## config.mk

```make
export PLATFORM = sky130hd
export DESIGN_NAME = cpu_bank_port
export DESIGN_NICKNAME = d
export VERILOG_FILES = /design/src/rtl/cpu_bank_port_pkg.sv /design/src/rtl/port_dir_reg.sv /design/src/rtl/port_data_latch.sv /design/src/rtl/port_read_mux.sv /design/src/rtl/cpu_bank_port.sv
export SDC_FILE = /design/constraint.sdc
export NUM_CORES = 1
export LEC_CHECK = 0
export BUFFER_PORTS_ARGS = -buffer_cell sky130_fd_sc_hd__buf_2
export CORE_UTILIZATION = 49
export CTS_CLUSTER_DIAMETER = 50
export DETAILED_ROUTE_END_ITERATION = 16
export PLACE_DENSITY = 0.76
export RECOVER_POWER = 100
export SYNTH_ARGS = -nofsm -noshare
export SYNTH_HDL_FRONTEND = slang
export SYNTH_SLANG_ARGS = --single-unit
```

## constraint.sdc

```tcl
create_clock -name clk -period 1 [get_ports clk]
set_input_delay 0.15 -clock clk [delete_from_list [all_inputs] [get_ports clk]]
set_output_delay 0.15 -clock clk [all_outputs]
set_load 0.01 [all_outputs]
```

## src/rtl/cpu_bank_port_pkg.sv

```systemverilog
package cpu_bank_port_pkg;
  localparam int PORT_W = 8;
  localparam int SEL_N  = 3;
  typedef enum logic {
    REG_DIR  = 1'b0,
    REG_DATA = 1'b1
  } port_reg_e;
endpackage

```

## src/rtl/port_dir_reg.sv

```systemverilog
module port_dir_reg #(
  parameter int W = 8,
  parameter logic [W-1:0] RST_VAL = 8'hEF
) (
  input  logic         clk,
  input  logic         rst,
  input  logic         wr_en,
  input  logic [W-1:0] wdata,
  output logic [W-1:0] dir_q
);
  always_ff @(posedge clk) begin
    if (rst)        dir_q <= RST_VAL;
    else if (wr_en) dir_q <= wdata;
  end

  assert_dir_load_R2: assert property (@(posedge clk) disable iff (rst)
    wr_en |=> dir_q == $past(wdata));
  assert_dir_hold_R7: assert property (@(posedge clk) disable iff (rst)
    !wr_en |=> $stable(dir_q));
endmodule

```

## src/rtl/port_data_latch.sv

```systemverilog
module port_data_latch #(
  parameter int W = 8,
  parameter logic [W-1:0] RST_VAL = 8'h37
) (
  input  logic         clk,
  input  logic         rst,
  input  logic         wr_en,
  input  logic [W-1:0] wdata,
  input  logic [W-1:0] dir,
  output logic [W-1:0] lat_q
);
  for (genvar b = 0; b < W; b++) begin : g_bit
    always_ff @(posedge clk) begin
      if (rst)                  lat_q[b] <= RST_VAL[b];
      else if (wr_en && dir[b]) lat_q[b] <= wdata[b];
    end
  end

  assert_input_bits_hold_R3: assert property (@(posedge clk) disable iff (rst)
    wr_en |=> ((lat_q ^ $past(lat_q)) & ~$past(dir)) == '0);
  assert_output_bits_take_R3: assert property (@(posedge clk) disable iff (rst)
    wr_en |=> ((lat_q ^ $past(wdata)) & $past(dir)) == '0);
  assert_latch_hold_R7: assert property (@(posedge clk) disable iff (rst)
    !wr_en |=> $stable(lat_q));
  assert_latch_reset_R1: assert property (@(posedge clk)
    $fell(rst) |-> lat_q == RST_VAL);
endmodule

```

## src/rtl/port_read_mux.sv

```systemverilog
module port_read_mux #(
  parameter int W = 8,
  parameter int QUIRK_BIT = 5
) (
  input  logic         clk,
  input  logic         rst,
  input  logic         addr,
  input  logic [W-1:0] dir,
  input  logic [W-1:0] lat,
  output logic [W-1:0] rdata
);
  import cpu_bank_port_pkg::*;
  localparam logic [W-1:0] QUIRK_MASK = W'(1) << QUIRK_BIT;

  logic [W-1:0] lat_view;

  always_comb begin
    lat_view = lat;
    if (!dir[QUIRK_BIT]) lat_view = lat & ~QUIRK_MASK;
  end

  always_comb begin
    if (addr == REG_DIR) rdata = dir;
    else                 rdata = lat_view;
  end

  assert_quirk_low_R4: assert property (@(posedge clk) disable iff (rst)
    (addr == REG_DATA && !dir[QUIRK_BIT]) |-> !rdata[QUIRK_BIT]);
  assert_quirk_pass_R5: assert property (@(posedge clk) disable iff (rst)
    (addr == REG_DATA && dir[QUIRK_BIT]) |-> rdata == lat);
  assert_other_bits_R4: assert property (@(posedge clk) disable iff (rst)
    addr == REG_DATA |-> (rdata & ~QUIRK_MASK) == (lat & ~QUIRK_MASK));
endmodule

```

## src/rtl/cpu_bank_port.sv

```systemverilog
module cpu_bank_port #(
  parameter int W = cpu_bank_port_pkg::PORT_W,
  parameter logic [W-1:0] DIR_RST  = 8'hEF,
  parameter logic [W-1:0] DATA_RST = 8'h37,
  parameter int QUIRK_BIT = 5
) (
  input  logic         clk,
  input  logic         rst,
  input  logic         cs,
  input  logic         we,
  input  logic         addr,
  input  logic [W-1:0] wdata,
  output logic [W-1:0] rdata,
  output logic         sel_lo_rom,
  output logic         sel_hi_rom,
  output logic         sel_char_io
);
  import cpu_bank_port_pkg::*;

  logic         bus_wr;
  logic         dir_wr;
  logic         lat_wr;
  logic [W-1:0] dir_q;
  logic [W-1:0] lat_q;
  logic [SEL_N-1:0] sel_vec;

  assign bus_wr = cs && we;
  assign dir_wr = bus_wr && (addr == REG_DIR);
  assign lat_wr = bus_wr && (addr == REG_DATA);

  port_dir_reg #(.W(W), .RST_VAL(DIR_RST)) u_dir (
    .clk(clk), .rst(rst), .wr_en(dir_wr), .wdata(wdata), .dir_q(dir_q)
  );

  port_data_latch #(.W(W), .RST_VAL(DATA_RST)) u_lat (
    .clk(clk), .rst(rst), .wr_en(lat_wr), .wdata(wdata), .dir(dir_q), .lat_q(lat_q)
  );

  port_read_mux #(.W(W), .QUIRK_BIT(QUIRK_BIT)) u_rd (
    .clk(clk), .rst(rst), .addr(addr), .dir(dir_q), .lat(lat_q), .rdata(rdata)
  );

  assign sel_vec     = lat_q[SEL_N-1:0];
  assign sel_lo_rom  = sel_vec[0];
  assign sel_hi_rom  = sel_vec[1];
  assign sel_char_io = sel_vec[2];

  assert_sel_quiet_R7: assert property (@(posedge clk) disable iff (rst)
    !bus_wr |=> $stable({sel_lo_rom, sel_hi_rom, sel_char_io}));
  assert_sel_no_dir_effect_R6: assert property (@(posedge clk) disable iff (rst)
    dir_wr |=> $stable({sel_lo_rom, sel_hi_rom, sel_char_io}));
  assert_all_input_R8: assert property (@(posedge clk) disable iff (rst)
    (lat_wr && dir_q == '0) |=> $stable({sel_lo_rom, sel_hi_rom, sel_char_io}));
  assert_reset_dir_R1: assert property (@(posedge clk)
    $fell(rst) |-> (addr != REG_DIR || rdata == DIR_RST));
endmodule

```

==> reports/metrics.yaml <==
worst_setup_path:
  worstPathArrival_ns: 1.02
  cp_num_buf_inv: 1
  crit_type: "register to output pin"
  startpoint_type: "register"
  crit_chain: "mux2_2 -> buf_6"
  cpPeakStageDelay_ns: 0.34
  slowest_stage: "dfxtp_2"
  r2r-end: "u_lat.lat_q[2]"
  cp.required_ns: 0.85
  worstSetupEndpointType: "output pin"
  r2r_cells: 4
  crit_family: "flip-flops"
  r2r_start: "u_dir.dir_q[2]"
  worst-r2r-setup-slack_ns: 0.08
  worstPathMaxFanout: 2
power_and_ir_drop:
  p_total_mw: 1.39
  ir_worst_vdd_v: 0.000923
  p_leak_nw: 0.578
  powerDensity_nw_per_um2: 1170
cells_and_area:
  num-fill-cells: 114
  final_common_cell: "nor2_1"
  fin_nets: 138
  syn2layout_area_growth_pct: 45.3
  regArea_um2: 338
  mostFrequentLayoutCells: "nor2_1, mux2i_1, buf_4, dfxtp_2"
  diodes: 0
  drive_gt1_frac: 0.540
  multiInputGateArea_um2: 457
sta:
  rsz0062_at_grt: "yes"
  relSlewSlack: 0.763
  layout_min_cycle_time_ns: 1.17
  fmax_mhz: 854
  setup_violations: 8
  final.setup.worst_slack_ns: -0.171
  min_period_over_period: 1.17
  tightestPinTransition_ns: 0.356
  slew_viol_final: 0
  finalSetupTns_ns: -1.20
  hold_viol: 0
  finClkSkew_ns: 0.00314
clock_network:
  numCtsBuffers: 3
  cts-root-buf: "clkbuf_4"
  clkSinkCount: 16
  cts_tree: "built"
  clkTransAtPathRegs_ns: 0.10
  insertion_delay_ns: 0.29
  clock_tree.buffer_depth: 2
  htree_levels: 1
synthesis:
  synth-seq-cells: 16
  synth_xor_area_frac: 0
  synth_compound_area_frac: 0.00916
  yosysSeqAreaShare: 0.391
  syn_inst: 87
  synth_mux_area_frac: 0.292
  synth_area_um2: 820
  yosysUniqueCellTypes: 13
  syn-num-nets: 100
  synth_top_family_by_area: "multiplexers"
  syn_area_per_cell_um2: 9.42
  yosys_warnings: 0
  synth_fa_ha_area_frac: 0
  yosys.area_share.simple: 0.234
drt:
  drc: 0
  detail_route.vias_per_cell: 5.36
  via_count: 750
  drtIter0Drc: 18
  wl_per_cell_um: 13.1
  totalWireLength_mm: 1.84
  drt.antenna.violating_nets: 0
  drtPass1Iterations: 4
floorplan:
  ios: 24
  die-area_um2: 1840
  rows: 14
  die_y_um: 42.9
  die_w_um: 42.9
  initial_utilization: 0.532
  core-area_um2: 1540
run_status:
  status: "finished, violations left"
  violations: "negative setup slack"
grt:
  grt_pass1_wl_mm: 3.09
  grt_pass1_vias: 741
  grt_max_degree: 29
  grt_usage: 0.227
  overflow: 0
  grt_antenna_before_repair: 0
worst_hold_path:
  min_to: "u_lat.lat_q[3]"
  hold_start: "wdata[3]"
  whs_path_depth: 3
  hp-class: "input port to register"
place:
  hpwl_mm: 1.10
  portBuffers: 23
  finalWeightedCongestion: 0.691
  detailedPlace.worstSlack_ns: -0.0731
run:
  drv_cap: 0
==> Yosys cell counts <==
cell type | number | area, µm²
mux2_2 | 7 | 78.8
mux2i_1 | 16 | 160
buf_6 | 2 | 22.5
nand4_1 | 8 | 50.1
buf_4 | 2 | 15.0
nand3b_1 | 1 | 7.51
and3b_1 | 1 | 8.76
buf_2 | 4 | 20.0
nor2_1 | 20 | 75.1
inv_1 | 1 | 3.75
a21boi_0 | 1 | 7.51
dfxtp_1 | 16 | 320
nand2b_1 | 8 | 50.1
==> metrics by stage <==
step                      instances  hold WS (ns)  instance area (µm²)  utilization
after floorplan                  87         0.302                  820            -
final                           140         0.110                 1190        0.773
after CTS                       136         0.103                 1140        0.738
after global routing            140         0.126                 1190        0.773
after global placement          124         0.412                  955        0.619
after detailed placement        124         0.423                  955        0.619
==> timing repair <==
action | CTS | global route
endpoints found under the setup margin | 8 | 11
gates resized for setup | 26 | 9
endpoints found under the hold margin | 0 | 0
buffers inserted | 8 | 5
hold buffers | 0 | 0
==> registers in the layout, indices dropped and copies added (netlist names) <==
signal       flops
u_lat.lat_q      8
u_dir.dir_q      8
==> area by class of cell <==
cell class,count,area share
multi-input combinational,62,0.383
inverter,1,0.00315
sequential,16,0.284
timing repair buffer,41,0.283
tap,16,0.0168
clock buffer,4,0.0305
==> worst min-delay path, stage by stage <==
cell      delay (ns)
buf_2           0.10
nand2b_1        0.06
mux2i_1         0.06
==> metal layers <==
metal	GRT usage	vias to the layer above	wire, µm
met2	0.385	26	898
met1	0.265	349	808
li1	-	371	-
met3	0.0383	4	82
met5	0	-	0
met4	0.131	0	47
==> logic make-up after synthesis <==
logic type / Yosys count
buffers and inverters: 9
flip-flops: 16
AND/OR/NAND/NOR: 38
AO/OA/AOI/OAI: 1
multiplexers: 23
==> report_power, final <==
part           internal, mW  switching, mW
logic                 0.160          0.116
clock network         0.222          0.220
registers             0.662         0.0126
==> worst max path at each step <==
| stage | start | to | slack (ns) | cells past startpoint |
|---|---|---|---|---|
| after floorplan | addr | rdata[4] | 0.1 | 3 |
| after global placement | addr | rdata[4] | -0.07 | 3 |
| after detailed placement | addr | rdata[3] | -0.07 | 3 |
| after CTS | u_dir.dir_q[7] | rdata[7] | -0.18 | 2 |
| after global routing | u_dir.dir_q[2] | rdata[2] | -0.20 | 2 |
| final | u_lat.lat_q[1] | rdata[1] | -0.17 | 2 |
(Power assumes the default switching activity.)
